$ cat src/rtl/brres_pkg.sv
package brres_pkg;

    parameter int XLEN = 32;
    parameter int REGW = 5;
    localparam int NUM_OPND = 2;
    localparam int SHAMT    = 2;

    typedef enum logic [1:0] {
        FWD_REGFILE  = 2'b00,
        FWD_MEMSTAGE = 2'b01
    } fwd_src_e;

    typedef struct packed {
        logic [REGW-1:0] dest;
        logic            wr;
        logic            load;
    } stage_t;

    // True when the stage will write register r and r is not the zero register
    function automatic logic stage_writes(stage_t s, logic [REGW-1:0] r);
        return s.wr && (s.dest != '0) && (s.dest == r);
    endfunction

endpackage

$ cat src/rtl/br_target_calc.sv
module br_target_calc
    import brres_pkg::*;
#(
    parameter int W = XLEN
) (
    input  logic         clk,
    input  logic         rst,
    input  logic [W-1:0] next_pc,
    input  logic [W-1:0] offset,
    output logic [W-1:0] target
);
    logic [W-1:0] byte_off;

    always_comb begin
        byte_off = offset << SHAMT;
        target   = next_pc + byte_off;
    end

    // word-scaled offset never changes the low address bits
    a_r1_word_aligned: assert property (@(posedge clk) disable iff (rst)
        target[SHAMT-1:0] == next_pc[SHAMT-1:0]);

endmodule

$ cat src/rtl/br_operand_hazard.sv
module br_operand_hazard
    import brres_pkg::*;
(
    input  logic            clk,
    input  logic            rst,
    input  logic            br_valid,
    input  logic [REGW-1:0] src,
    input  stage_t          ex_st,
    input  stage_t          mem_st,
    output logic            need_stall,
    output fwd_src_e        fwd
);
    logic ex_hit;
    logic mem_hit;

    always_comb begin
        ex_hit     = stage_writes(ex_st, src);
        mem_hit    = stage_writes(mem_st, src);
        need_stall = br_valid && (ex_hit || (mem_hit && mem_st.load));
        fwd        = (br_valid && mem_hit && !mem_st.load && !ex_hit)
                     ? FWD_MEMSTAGE : FWD_REGFILE;
    end

    // register zero is never a hazard source
    a_r7_zero_reg: assert property (@(posedge clk) disable iff (rst)
        (src == '0) |-> (!need_stall && fwd == FWD_REGFILE));

    // a non-writing stage can never hold the branch
    a_r9_no_write: assert property (@(posedge clk) disable iff (rst)
        (!ex_st.wr && !mem_st.wr) |-> !need_stall);

endmodule

$ cat src/rtl/br_compare.sv
module br_compare
    import brres_pkg::*;
#(
    parameter int W = XLEN
) (
    input  logic [W-1:0] a,
    input  logic [W-1:0] b,
    output logic         equal
);
    logic [W-1:0] diff;

    always_comb begin
        diff  = a ^ b;
        equal = (diff == '0);
    end

endmodule

$ cat src/rtl/branch_resolver.sv
module branch_resolver
    import brres_pkg::*;
(
    input  logic            clk,
    input  logic            rst,
    input  logic            br_valid,
    input  logic [REGW-1:0] src_a,
    input  logic [REGW-1:0] src_b,
    input  logic [XLEN-1:0] opnd_a,
    input  logic [XLEN-1:0] opnd_b,
    input  logic [XLEN-1:0] offset,
    input  logic [XLEN-1:0] next_pc,
    input  logic [REGW-1:0] ex_dest,
    input  logic            ex_wr,
    input  logic            ex_load,
    input  logic [REGW-1:0] mem_dest,
    input  logic            mem_wr,
    input  logic            mem_load,
    output logic            pc_redirect,
    output logic [XLEN-1:0] br_target,
    output logic            fd_flush,
    output logic            stall,
    output logic [1:0]      fwd_a,
    output logic [1:0]      fwd_b
);
    stage_t                ex_st;
    stage_t                mem_st;
    logic [REGW-1:0]       src_v   [NUM_OPND];
    logic [NUM_OPND-1:0]   opnd_stall;
    fwd_src_e              fwd_v   [NUM_OPND];
    logic                  opnd_eq;

    always_comb begin
        ex_st    = '{dest: ex_dest,  wr: ex_wr,  load: ex_load};
        mem_st   = '{dest: mem_dest, wr: mem_wr, load: mem_load};
        src_v[0] = src_a;
        src_v[1] = src_b;
    end

    for (genvar k = 0; k < NUM_OPND; k++) begin : g_opnd
        br_operand_hazard u_haz (
            .clk        (clk),
            .rst        (rst),
            .br_valid   (br_valid),
            .src        (src_v[k]),
            .ex_st      (ex_st),
            .mem_st     (mem_st),
            .need_stall (opnd_stall[k]),
            .fwd        (fwd_v[k])
        );
    end

    br_target_calc #(.W(XLEN)) u_tgt (
        .clk     (clk),
        .rst     (rst),
        .next_pc (next_pc),
        .offset  (offset),
        .target  (br_target)
    );

    br_compare #(.W(XLEN)) u_cmp (
        .a     (opnd_a),
        .b     (opnd_b),
        .equal (opnd_eq)
    );

    always_comb begin
        stall       = |opnd_stall;
        pc_redirect = br_valid && !stall && opnd_eq;
        fd_flush    = pc_redirect;
        fwd_a       = fwd_v[0];
        fwd_b       = fwd_v[1];
    end

    // a held branch neither redirects nor squashes
    a_r4_stall_blocks: assert property (@(posedge clk) disable iff (rst)
        stall |-> (!pc_redirect && !fd_flush));

    // a squash only follows equal operands of a real branch
    a_r2_flush_cause: assert property (@(posedge clk) disable iff (rst)
        fd_flush |-> (br_valid && opnd_a == opnd_b));

    // without a branch the unit is silent
    a_r8_idle: assert property (@(posedge clk) disable iff (rst)
        !br_valid |-> (!stall && !pc_redirect && fwd_a == 2'b00 && fwd_b == 2'b00));

    // a memory-stage forward never coexists with a load there
    a_r6_fwd_alu_only: assert property (@(posedge clk) disable iff (rst)
        (fwd_a == 2'b01 || fwd_b == 2'b01) |-> (mem_wr && !mem_load));

endmodule

$ cat config.mk
export PLATFORM = sky130hd
export DESIGN_NAME = branch_resolver
export DESIGN_NICKNAME = d
export VERILOG_FILES = /design/src/rtl/brres_pkg.sv /design/src/rtl/br_target_calc.sv /design/src/rtl/br_operand_hazard.sv /design/src/rtl/br_compare.sv /design/src/rtl/branch_resolver.sv
export SDC_FILE = /design/constraint.sdc
export NUM_CORES = 1
export LEC_CHECK = 0
export BUFFER_PORTS_ARGS = -buffer_cell sky130_fd_sc_hd__buf_2
export CAP_MARGIN = 20
export CORE_ASPECT_RATIO = 0.6
export CORE_MARGIN = 1
export CORE_UTILIZATION = 43
export DETAILED_ROUTE_END_ITERATION = 6
export PLACE_DENSITY_LB_ADDON = 0.05
export SYNTH_ARGS = -nofsm -noshare
export SYNTH_HDL_FRONTEND = slang
export SYNTH_SLANG_ARGS = --single-unit
$ cat constraint.sdc
create_clock -name vclk -period 2.95
set_input_delay 0.295 -clock vclk [all_inputs]
set_output_delay 0.295 -clock vclk [all_outputs]
set_load 0.005 [all_outputs]
==> flow_results.org <==
** Synthesis
- After synthesis, the largest area contributor takes up between 10 and 15% of total cell area.
- Ranked by total cell area, the synthesized netlist is headed by sky130_fd_sc_hd__ha_1, sky130_fd_sc_hd__xnor2_1, sky130_fd_sc_hd__xor2_1, sky130_fd_sc_hd__a21oi_1, sky130_fd_sc_hd__nand2_1.
- Mean instance size in the synthesized netlist :: about 7.3 um^2
- After synthesis, flip-flops and latches occupy 0% of the total area.
- Distinct cells, synth :: 67
- Cells after synthesis :: ~360
- During synthesis, Yosys emitted a total of 0 warnings.
- Most frequently used cell type in the post-synthesis netlist :: sky130_fd_sc_hd__xnor2_1
- Cell area after technology mapping :: 2644 um^2
- Largest area contributor in the synthesized netlist :: sky130_fd_sc_hd__ha_1
- After synthesis, the most frequently instantiated cells are sky130_fd_sc_hd__xnor2_1, sky130_fd_sc_hd__xor2_1, sky130_fd_sc_hd__a21oi_1, sky130_fd_sc_hd__ha_1, sky130_fd_sc_hd__nand2_1.

** Cells and area
- FFs & Latches :: 0
- From synthesis to final layout, the design area changed by 35.31%.
- Number of clock-tree buffers in the layout :: 0
- The post-route netlist has approximately two fifths of its cells at a drive strength greater than 1.
- Ant diodes :: 0
- For this run, the post-layout net count is between 700 and 800.
- Sequential cell area :: 0 um^2
- The finished cells cover roughly 3600 um^2.

** Floorplan
- Floorplan row count :: 21
- From bottom edge to top edge, the die measures 62.74 um.
- I/O pin count :: 194
- The die covers 6476 um^2.
- Width of the die :: 103.2 um
- Placeable core area :: 5754 um^2
- Initial Utilization :: 45.94%

** Global routing
- Total GRT Usage :: a little under a quarter
- The layer flagged by global routing as most heavily used is met1.
- Entering global routing, the biggest net connects 12 pins.
- Number of global-route vias before repair :: 2762
- Global routing finished with a remaining overflow of 0.
- Met3 usage in global routing :: under 10%
- For met2 alone, demand over resource in global routing was roughly 37%.
- GRT met1 Usage :: ~38%
- First-pass GRT wire length :: between 10 and 15 mm
- The initial antenna violation count is 0.

** Placed design
- The congestion estimate from routability-driven global placement came to 0.9037.
- Once placement finished, the instance area stood at around 3600 um^2.
- The HPWL after detailed placement is 7.474 mm.
- PortBufs :: about 180

** STA
- Setup repair after global routing left no endpoint under its margin.
- Setup violations remaining at the end of the flow were counted as 0.
- Timing would allow up to 354.7 MHz.
- In the finished design, the share of the clock period the worst path needs comes to a little over nine tenths.
- At the pin with the least slew margin, the transition time is about 560 ps.
- The number of hold violations in the final report is 0.
- The number of max-slew violations in the final report came to 0.
- Setup total negative slack on the finished layout was measured at 0 ps.
- The clock period could shrink to about 2800 ps.
- In this run the tightest slew margin relative to its limit is between 60% and 70%.

** Setup path
- The cell family contributing the most delay on the critical path is compound AO/OA/AOI/OAI gates.
- The largest individual stage delay along the critical path comes from the cell sky130_fd_sc_hd__fa_1.
- Number of buffer and inverter stages on the critical path :: 3
- For the worst setup path, the data arrival time is ~2500 ps.
- Most frequent cell on the critical path :: sky130_fd_sc_hd__buf_2
- The worst setup path is captured at a primary output.
- CP required :: ~2700 ps
- The largest single stage delay on the critical path is between 300 and 400 ps.
- Critical path depth in cells :: 11
- Maximum fanout along the worst path :: 3
- Worst setup path class :: primary input to primary output
- Cells along the critical path :: buf_2 -> ha_1 -> inv_1 -> fa_1 -> and2b_1 -> o2111ai_2 -> a21boi_2 -> a21oi_2 -> a211o_1 -> a221oi_2 -> buf_2
- The worst setup path is launched from a primary input.

** Pwr
- Power density cells :: around 210 nW/um^2
- In this run the static leakage power is between 1.5 and 2 nW.
- VDD sags by at most 0.0001433 V.

** Clocking
- In this run, post-CTS hold repair placed 0 buffers.

** Route
- Using the TritonRoute via totals, the vias-per-cell ratio works out to ~5.3.
- Wires add up to a little over 8 mm.
- Total number of vias :: ~3300
- After detailed routing, the average wire length per cell comes to between 10 and 15 um.
- Post-detailed-route count of antenna-violating nets :: 0
- Starting DRC count in detailed routing :: roughly 170
- Detailed-router iteration count before antenna repair :: 4
- For this run, design rule violations remaining after detail routing come to 0.

** Flow run
- The tool flagged a number of max-cap violations equal to 0.

** Status
- The run finished with clean final reports.

** Min path
- Hold Path Cell Cnt :: 0
- Classification of the worst-slack hold path :: primary input to primary output
-- repair_timing --
item	in CTS	in global routing
resized for setup	0	1
endpoints found under the setup margin	0	1
setup buffers	0	0
-- logic make-up after synthesis --
kind of cell,after synthesis,share of synthesized area (%)
AND/OR/NAND/NOR,124,25.13
buffers and inverters,21,5.347
AO/OA/AOI/OAI,112,30.72
other,1,0.1418
adder cells (fa/ha/maj),30,14.48
XOR/XNOR,73,24.18
-- metrics by stage --
stage | util, % | hold slack (ps) | std cells | power (W) | setup slack (ps)
6_report | 62.17 | 590.0 | 615 | 0.0007390 | 131.1
3_3_place_gp | 62.06 | 590.1 | 615 | 0.0007205 | 127.2
3_5_place_dp | 62.06 | 590.1 | 615 | 0.0007316 | 69.90
4_1_cts | 62.06 | 590.1 | 615 | 0.0007352 | 62.52
5_1_grt | 62.17 | 590.0 | 615 | 0.0008160 | 0.6872
2_1_floorplan | - | 670.8 | 362 | 0.0004660 | 520.4
-- cell usage in the layout, fill, tap and decap left out, drive strengths merged, types with 10 or more instances in the layout --
cell	instances
nor2	29
o21ai	25
xor2	33
a21oi	34
nand2	31
ha	29
buf	185
nand4	10
nand3	13
nor4	11
xnor2	40
-- layer usage --
| layer | routed length [um] | up-vias |
|---|---|---|
| met1 | 4118 | 1446 |
| met3 | 599 | 0 |
| met5 | 0 | - |
| met4 | 0 | 0 |
| li1 | - | 1688 |
| met2 | 3556 | 126 |
-- report_power, final --
group	internal, W	leakage (nW)	switching, W
combinational	0.000350	1.76	0.000389
clock	0	0	0
sequential	0	0	0
total	0.000350	1.76	0.000389
-- layout make-up --
type	count	area, um^2
fill	573	2177
inverter	9	33.78
multi-input combinational	341	2512
tap	80	100.1
timing repair buffer	185	930.9
-- path summary, 6_finish.rpt --
path  startpoint  slack (ps)       endpoint
max    offset[0]         130  br_target[28]
min   next_pc[0]         590   br_target[0]
Note: power is estimated with default switching activity, not from simulation.
